<file path="src/rtl/dsi_cmd_pkg.sv">
package dsi_cmd_pkg;
  localparam int WC_W = 16;
  localparam logic [2:0] A_TXPLD = 3'd0;
  localparam logic [2:0] A_TXHDR = 3'd1;
  localparam logic [2:0] A_STAT  = 3'd2;
  localparam logic [2:0] A_RXHDR = 3'd3;
  localparam logic [2:0] A_RXPLD = 3'd4;
  localparam int ST_BUSY  = 16;
  localparam int ST_NE    = 17;
  localparam int ST_AVAIL = 18;
  localparam int ST_OVF   = 19;
  localparam int LP_BIT   = 24;

  typedef enum logic [1:0] {SR_IDLE, SR_HDR, SR_PLD} ser_st_t;
  typedef enum logic [1:0] {PR_HDR, PR_PLD, PR_HOLD} par_st_t;

  // long packet types carry a payload; bit 3 of the type byte marks them
  function automatic logic is_long(input logic [7:0] dt);
    return dt[3];
  endfunction
endpackage

</file>
<file path="src/rtl/cmd_fifo.sv">
module cmd_fifo #(
  parameter int W     = 32,
  parameter int DEPTH = 4
) (
  input  logic         clk,
  input  logic         rst,
  input  logic         push,
  input  logic [W-1:0] din,
  input  logic         pop,
  output logic [W-1:0] dout,
  output logic         empty
);
  localparam int AW = (DEPTH > 1) ? $clog2(DEPTH) : 1;

  logic [W-1:0] mem [DEPTH];
  logic [AW-1:0] wp, rp;
  logic [AW:0]   cnt;
  logic full, do_push, do_pop;

  assign empty   = (cnt == '0);
  assign full    = (cnt == (AW+1)'(DEPTH));
  assign do_push = push && !full;
  assign do_pop  = pop && !empty;
  assign dout    = mem[rp];

  always_ff @(posedge clk) begin
    if (do_push) mem[wp] <= din;
  end

  always_ff @(posedge clk) begin
    if (rst) begin
      wp  <= '0;
      rp  <= '0;
      cnt <= '0;
    end else begin
      if (do_push) wp <= (wp == AW'(DEPTH-1)) ? '0 : wp + AW'(1);
      if (do_pop)  rp <= (rp == AW'(DEPTH-1)) ? '0 : rp + AW'(1);
      case ({do_push, do_pop})
        2'b10:   cnt <= cnt + (AW+1)'(1);
        2'b01:   cnt <= cnt - (AW+1)'(1);
        default: cnt <= cnt;
      endcase
    end
  end
endmodule

</file>
<file path="src/rtl/dsi_tx_serializer.sv">
module dsi_tx_serializer
  import dsi_cmd_pkg::*;
(
  input  logic        clk,
  input  logic        rst,
  input  logic        commit,
  input  logic [24:0] hdr_in,
  input  logic [31:0] pld_word,
  input  logic        pld_empty,
  output logic        pld_pop,
  output logic        tx_valid,
  input  logic        tx_ready,
  output logic [7:0]  tx_byte,
  output logic        tx_last,
  output logic        tx_lp,
  output logic        busy
);
  ser_st_t st;
  logic [24:0] hdr_q;
  logic [1:0]  bidx, sel;
  logic [WC_W-1:0] rem;
  logic [WC_W-1:0] wc;
  logic has_pld, fire;

  assign wc       = hdr_q[8 +: WC_W];
  assign has_pld  = is_long(hdr_q[7:0]) && (wc != '0);
  assign tx_valid = (st == SR_HDR) || ((st == SR_PLD) && !pld_empty);
  assign tx_byte  = (st == SR_PLD) ? pld_word[{sel, 3'b000} +: 8] : hdr_q[{bidx, 3'b000} +: 8];
  assign tx_last  = ((st == SR_HDR) && (bidx == 2'd2) && !has_pld) ||
                    ((st == SR_PLD) && (rem == WC_W'(1)) && !pld_empty);
  assign tx_lp    = hdr_q[LP_BIT];
  assign fire     = tx_valid && tx_ready;
  assign pld_pop  = fire && (st == SR_PLD) && ((sel == 2'd3) || (rem == WC_W'(1)));
  assign busy     = (st != SR_IDLE);

  always_ff @(posedge clk) begin
    if (rst) begin
      st    <= SR_IDLE;
      hdr_q <= '0;
      bidx  <= '0;
      sel   <= '0;
      rem   <= '0;
    end else begin
      case (st)
        SR_IDLE: if (commit) begin
          hdr_q <= hdr_in;
          bidx  <= '0;
          st    <= SR_HDR;
        end
        SR_HDR: if (fire) begin
          if (bidx == 2'd2) begin
            sel <= '0;
            rem <= wc;
            st  <= has_pld ? SR_PLD : SR_IDLE;
          end else begin
            bidx <= bidx + 2'd1;
          end
        end
        SR_PLD: if (fire) begin
          sel <= sel + 2'd1;
          rem <= rem - WC_W'(1);
          if (rem == WC_W'(1)) st <= SR_IDLE;
        end
        default: st <= SR_IDLE;
      endcase
    end
  end


  hold_chk: assert property (@(posedge clk) disable iff (rst)
    (tx_valid && !tx_ready) |=> (tx_valid && $stable(tx_byte) && $stable(tx_last)));

  drop_chk: assert property (@(posedge clk) disable iff (rst)
    (commit && busy) |=> $stable(hdr_q));

  busy_rise_chk: assert property (@(posedge clk) disable iff (rst)
    $rose(busy) |-> $past(commit));

  end_chk: assert property (@(posedge clk) disable iff (rst)
    (fire && tx_last) |=> !busy);
endmodule

</file>
<file path="src/rtl/dsi_rx_parser.sv">
module dsi_rx_parser
  import dsi_cmd_pkg::*;
(
  input  logic        clk,
  input  logic        rst,
  input  logic        rx_valid,
  input  logic [7:0]  rx_byte,
  input  logic        hdr_rd,
  input  logic        pld_rd,
  output logic        push,
  output logic [31:0] push_word,
  output logic [23:0] hdr_word,
  output logic        avail
);
  par_st_t st;
  logic [7:0]  b0, b1, b2;
  logic [1:0]  cnt, sel;
  logic [WC_W-1:0] rem;
  logic [31:0] pack, pack_next;
  logic [WC_W-2:0] words_left;
  logic [WC_W-1:0] wc_in;
  logic [WC_W:0]   wsum;

  assign pack_next = pack | ({24'd0, rx_byte} << {sel, 3'b000});
  assign push      = rx_valid && (st == PR_PLD) && ((sel == 2'd3) || (rem == WC_W'(1)));
  assign push_word = pack_next;
  assign hdr_word  = {b2, b1, b0};
  assign avail     = (st == PR_HOLD);
  assign wc_in     = {rx_byte, b1};
  assign wsum      = {1'b0, wc_in} + (WC_W+1)'(3);

  always_ff @(posedge clk) begin
    if (rst) begin
      st <= PR_HDR;
      b0 <= '0; b1 <= '0; b2 <= '0;
      cnt <= '0; sel <= '0; rem <= '0;
      pack <= '0; words_left <= '0;
    end else begin
      case (st)
        PR_HDR: if (rx_valid) begin
          case (cnt)
            2'd0:    b0 <= rx_byte;
            2'd1:    b1 <= rx_byte;
            default: b2 <= rx_byte;
          endcase
          if (cnt == 2'd2) begin
            cnt  <= '0;
            sel  <= '0;
            pack <= '0;
            rem  <= wc_in;
            if (is_long(b0) && (wc_in != '0)) begin
              words_left <= wsum[WC_W:2];
              st <= PR_PLD;
            end else begin
              words_left <= '0;
              st <= PR_HOLD;
            end
          end else begin
            cnt <= cnt + 2'd1;
          end
        end
        PR_PLD: if (rx_valid) begin
          sel  <= sel + 2'd1;
          rem  <= rem - WC_W'(1);
          pack <= push ? '0 : pack_next;
          if (rem == WC_W'(1)) st <= PR_HOLD;
        end
        PR_HOLD: begin
          if (words_left == '0) begin
            if (hdr_rd) st <= PR_HDR;
          end else if (pld_rd) begin
            words_left <= words_left - (WC_W-1)'(1);
            if (words_left == (WC_W-1)'(1)) st <= PR_HDR;
          end
        end
        default: st <= PR_HDR;
      endcase
    end
  end


  avail_fall_chk: assert property (@(posedge clk) disable iff (rst)
    $fell(avail) |-> $past(hdr_rd || pld_rd));

  ignore_chk: assert property (@(posedge clk) disable iff (rst)
    (avail && rx_valid) |=> $stable(hdr_word));
endmodule

</file>
<file path="src/rtl/dsi_cmd_port.sv">
module dsi_cmd_port
  import dsi_cmd_pkg::*;
#(
  parameter int TXQ_DEPTH = 4,
  parameter int RXQ_DEPTH = 4
) (
  input  logic        clk,
  input  logic        rst,
  input  logic        bus_wr,
  input  logic        bus_rd,
  input  logic [2:0]  bus_addr,
  input  logic [31:0] bus_wdata,
  output logic [31:0] bus_rdata,
  output logic        tx_valid,
  input  logic        tx_ready,
  output logic [7:0]  tx_byte,
  output logic        tx_last,
  output logic        tx_lp,
  input  logic        rx_valid,
  input  logic [7:0]  rx_byte
);
  logic txq_push, txq_pop, txq_empty;
  logic [31:0] txq_dout;
  logic rxq_push, rxq_pop, rxq_empty;
  logic [31:0] rxq_din, rxq_dout;
  logic hdr_wr, hdr_rd, pld_rd, busy, avail, ovf_q;
  logic [23:0] rx_hdr;
  logic [31:0] stat;

  assign txq_push = bus_wr && (bus_addr == A_TXPLD);
  assign hdr_wr   = bus_wr && (bus_addr == A_TXHDR);
  assign hdr_rd   = bus_rd && (bus_addr == A_RXHDR);
  assign pld_rd   = bus_rd && (bus_addr == A_RXPLD);
  assign rxq_pop  = pld_rd;

  cmd_fifo #(.W(32), .DEPTH(TXQ_DEPTH)) u_txq (
    .clk(clk), .rst(rst), .push(txq_push), .din(bus_wdata),
    .pop(txq_pop), .dout(txq_dout), .empty(txq_empty));

  cmd_fifo #(.W(32), .DEPTH(RXQ_DEPTH)) u_rxq (
    .clk(clk), .rst(rst), .push(rxq_push), .din(rxq_din),
    .pop(rxq_pop), .dout(rxq_dout), .empty(rxq_empty));

  dsi_tx_serializer u_ser (
    .clk(clk), .rst(rst), .commit(hdr_wr), .hdr_in(bus_wdata[24:0]),
    .pld_word(txq_dout), .pld_empty(txq_empty), .pld_pop(txq_pop),
    .tx_valid(tx_valid), .tx_ready(tx_ready), .tx_byte(tx_byte),
    .tx_last(tx_last), .tx_lp(tx_lp), .busy(busy));

  dsi_rx_parser u_par (
    .clk(clk), .rst(rst), .rx_valid(rx_valid), .rx_byte(rx_byte),
    .hdr_rd(hdr_rd), .pld_rd(pld_rd), .push(rxq_push), .push_word(rxq_din),
    .hdr_word(rx_hdr), .avail(avail));

  always_comb begin
    stat = '0;
    stat[ST_BUSY]  = busy;
    stat[ST_NE]    = !txq_empty || !rxq_empty;
    stat[ST_AVAIL] = avail;
    stat[ST_OVF]   = ovf_q;
  end

  always_ff @(posedge clk) begin
    if (rst) begin
      ovf_q     <= 1'b0;
      bus_rdata <= '0;
    end else begin
      if (hdr_wr && busy) ovf_q <= 1'b1;
      if (bus_rd) begin
        case (bus_addr)
          A_STAT:  bus_rdata <= stat;
          A_RXHDR: bus_rdata <= {8'd0, rx_hdr};
          A_RXPLD: bus_rdata <= rxq_empty ? '0 : rxq_dout;
          default: bus_rdata <= '0;
        endcase
      end
    end
  end


  ovf_sticky_chk: assert property (@(posedge clk) disable iff (rst)
    ovf_q |=> ovf_q);
endmodule

</file>
<file path="config.mk">
export PLATFORM = sky130hd
export DESIGN_NAME = dsi_cmd_port
export DESIGN_NICKNAME = d
export VERILOG_FILES = /design/src/rtl/dsi_cmd_pkg.sv /design/src/rtl/cmd_fifo.sv /design/src/rtl/dsi_tx_serializer.sv /design/src/rtl/dsi_rx_parser.sv /design/src/rtl/dsi_cmd_port.sv
export SDC_FILE = /design/constraint.sdc
export NUM_CORES = 1
export LEC_CHECK = 0
export ABC_AREA = 1
export BUFFER_PORTS_ARGS = -buffer_cell sky130_fd_sc_hd__clkbuf_2
export CORE_MARGIN = 3
export CORE_UTILIZATION = 40
export DETAILED_ROUTE_END_ITERATION = 6
export PLACE_DENSITY = 0.56
export RECOVER_POWER = 25
export SYNTH_ARGS = -nofsm -noshare
export SYNTH_HDL_FRONTEND = slang
export SYNTH_HIERARCHICAL = 1
export SYNTH_SLANG_ARGS = --single-unit
</file>
<file path="constraint.sdc">
create_clock -name clk -period 4.47 [get_ports clk]
set_clock_uncertainty 0.1 [all_clocks]
set_input_delay 0.6705 -clock clk [delete_from_list [all_inputs] [get_ports clk]]
set_output_delay 0.6705 -clock clk [all_outputs]
set_load 0.05 [all_outputs]
</file>
==> impl_metrics.py <==
metrics = {
    "status": {
        "status": "finished, violations left",
        "failed_checks": "capacitance limit, slew limit",
    },
    "pwr": {
        "comb_power_share_pct": 19.3,
        "ir_worst_vdd_mv": 0.290,
        "seqPwrFrac_pct": 43.3,
        "clockPowerShare_pct": 37.4,
        "leakage_uw": 0.00833,
        "p_int_uw": 7490,
        "switching_power_uw": 3400,
        "power_uw": 10900,
        "power.share.switching_pct": 31.2,
        "p_per_area_nw_per_um2": 481,
    },
    "global_routing": {
        "antenna_found_initial": 1,
        "gr-usage-all-layers_pct": 21.1,
        "grt_max_degree": 65,
        "grt_pass1_vias": 15436,
        "grt_overflow": 0,
        "grt_pass1_wl_mm": 88.2,
    },
    "routing": {
        "avgRoutedWirePerCell_um": 18.9,
        "routed_wl_mm": 57.3,
        "drtAntennaViolNets": 0,
        "vias_per_cell": 5.31,
        "drt_pre_antenna_iters": 5,
        "drtIter0Drc": 1282,
        "vias": 16063,
        "drc": 0,
    },
    "logic_synthesis": {
        "yosysWarnings": 6,
        "syn_area_um2": 20300,
        "synthArstFlopShare_pct": 0,
        "synth-seq-cells": 447,
        "ys_seq_area_share_pct": 56.8,
        "syn-num-nets": 2339,
        "ys.flop_type": "edfxtp_1",
        "synth_area_per_cell_um2": 8.93,
        "synth_edf_count": 256,
        "syn-instance-count": 2267,
        "yosysUniqueCellTypes": 51,
    },
    "timing": {
        "worstMarginPinSlew_ps": 2230,
        "hold_viol_final": 0,
        "whs_ps": 272,
        "fin_setup_tns_ps": 0,
        "post-route-period-util_pct": 85.9,
        "max_slew_margin_pct": -48.5,
        "max_freq_mhz": 260,
        "finalMaxSlewViolations": 46,
        "min_period_ps": 3840,
        "finalSetupViolations": 0,
        "rsz0062_at_grt": "no",
        "finalWorstSetupSlack_ps": 629,
    },
    "clock_tree": {
        "cts_buffer_depth": 3,
        "cts.sinks": 447,
        "root_buffer": "clkbuf_16",
        "htree_num_levels": 2,
        "worstSkewPairLatency_ps": 600,
        "clk_pin_slew_ps": 60,
        "numCtsBuffers": 50,
        "cts_hold_buf": 0,
        "cts_tree": "done",
        "postCtsSetupBuffers": 0,
        "cts_resized": 0,
    },
    "worst_setup_path": {
        "start_kind": "flip-flop",
        "reg2reg_slack_ps": 1160,
        "critPathArrivalTime_ps": 3070,
        "critical-path-slowest-cell": "dfxtp_1",
        "max_stage_delay_ps": 790,
        "crit_type": "reg -> out",
        "path_cells": "buf_4 > o21ai_0 > o22ai_1 > o21ai_0 > o22ai_1 > nand2_1 > o311ai_0 > clkbuf_2",
        "endpoint_kind": "output pin",
        "required_ps": 3700,
        "cp_max_fo": 18,
    },
    "die": {
        "die_w_um": 231,
        "core_region_area_um2": 49500,
        "placementRows": 81,
        "ios": 92,
        "dieArea_um2": 53400,
        "initial_core_util_pct": 41.0,
        "fp.dieH_um": 231,
    },
    "placed_design": {
        "dp_hpwl_mm": 38.6,
        "gp_congestion": 0.862,
        "dp_slack_ps": 1160,
        "io_buffers": 91,
    },
    "job": {
        "cap_violations": 1,
    },
    "final_layout": {
        "nets": 2390,
        "syn_to_final_growth_pct": 11.8,
        "num-fill-cells": 4822,
        "drive_gt1_share_pct": 9.11,
    },
    "hold_path": {
        "hp-class": "in -> reg",
    },
}
-- per-stage QoR --
stage	util [%]	area [µm²]	std cells
after floorplan	-	20300	2267
after global placement	42.6	21100	2930
after global routing	45.8	22600	3024
final	45.8	22600	3025
after detailed placement	42.6	21100	2930
after CTS	45.9	22700	3024
-- layout by cell type (no fill, tap or decap), types with 13 or more instances in the layout --
cell type / count
dfxtp_1: 189
ha_1: 21
nor2_4: 15
o21ai_0: 202
a21oi_1: 166
buf_4: 19
clkinv_1: 13
edfxtp_1: 256
nand2_1: 419
nand3_1: 66
o21bai_1: 33
o22ai_1: 75
nand4_1: 38
clkbuf_16: 50
nor2_1: 363
clkbuf_1: 42
inv_1: 147
o21ai_1: 64
clkbuf_2: 58
-- final timing paths --
kind,from,to,depth (start not counted)
worst max-delay path,flip-flop,tx_byte[1],8
worst min-delay path,bus_wdata[29],u_txq/mem[1][29],1
worst max register to register,u_par/st[0],u_rxq/mem[2][30],10
worst min register to register,ovf_q,ovf_q,2
-- final cells by class --
type / count / area (µm²) / share of cell area, %
antenna: 1 / 2.50 / 0.0111
clock buffer: 57 / 1280 / 5.64
clock inverter: 37 / 348 / 1.54
inverter: 160 / 616 / 2.72
multi-input combinational: 1544 / 7430 / 32.8
sequential: 447 / 11500 / 50.8
tap: 664 / 831 / 3.67
timing repair buffer: 115 / 624 / 2.76
-- power by group through the flow --
| stage | logic, µW | registers, µW | clock network, µW |
|---|---|---|---|
| 4_1_cts | 2090 | 4710 | 4170 |
| 5_1_grt | 2390 | 4750 | 4350 |
| 3_3_place_gp | 2060 | 4790 | 0 |
| 3_5_place_dp | 2080 | 4800 | 0 |
| 6_report | 2100 | 4720 | 4070 |
| 2_1_floorplan | 1630 | 4740 | 0 |
-- worst max-delay path, delay by kind of cell (launching register included) --
kind,cells,cell delay [ps]
simple gates,1,70
flops,1,790
buf+inv,2,740
compound gates,5,870
-- registers in the layout (all words and copies together), names as in the netlist, 3 cells and up, named ones only --
name and flops:
u_rxq/mem 128, u_txq/mem 128, bus_rdata 32, u_par/pack 32, u_ser/hdr_q 25, u_par/rem 16
u_ser/rem 16, u_par/words_left 15, u_par/b0 8, u_par/b1 8, u_par/b2 8, u_rxq/cnt 3
u_txq/cnt 3
-- logic make-up (layout without fill, tap and decap cells) --
group           after synthesis  in the layout  share of synthesized area, %
compound gates              563            563                          15.1
xor+xnor                      4              4                         0.173
fa+ha+maj                    23             23                          1.50
buf+inv                     276            369                          6.76
flops                       447            447                          56.8
other cells                   0              1                             0
simple gates                954            954                          19.6
-- synth_stat cells (12+ instances only) --
master / n / area [µm²]
dfxtp_1: 191 / 3820
buf_6: 26 / 293
nand4_1: 38 / 238
nor3_1: 12 / 60.1
o22ai_1: 75 / 469
edfxtp_1: 256 / 7690
clkbuf_1: 33 / 124
o21bai_1: 33 / 248
nand2_1: 419 / 1570
a21oi_1: 166 / 831
inv_1: 148 / 556
o21ai_0: 202 / 1010
buf_4: 16 / 120
buf_2: 38 / 190
ha_1: 21 / 263
o21ai_1: 64 / 320
nand3_1: 66 / 330
nor2_1: 371 / 1390
-- layer usage --
layer / track usage (%) / routed length [µm] / vias to the layer above
li1: - / - / 7844
met1: 27.8 / 25000 / 7627
met5: 0 / 13 / -
met2: 34.9 / 26900 / 489
met3: 4.11 / 3450 / 101
met4: 7.79 / 1950 / 2
Note: power is estimated with default switching activity, not from simulation.
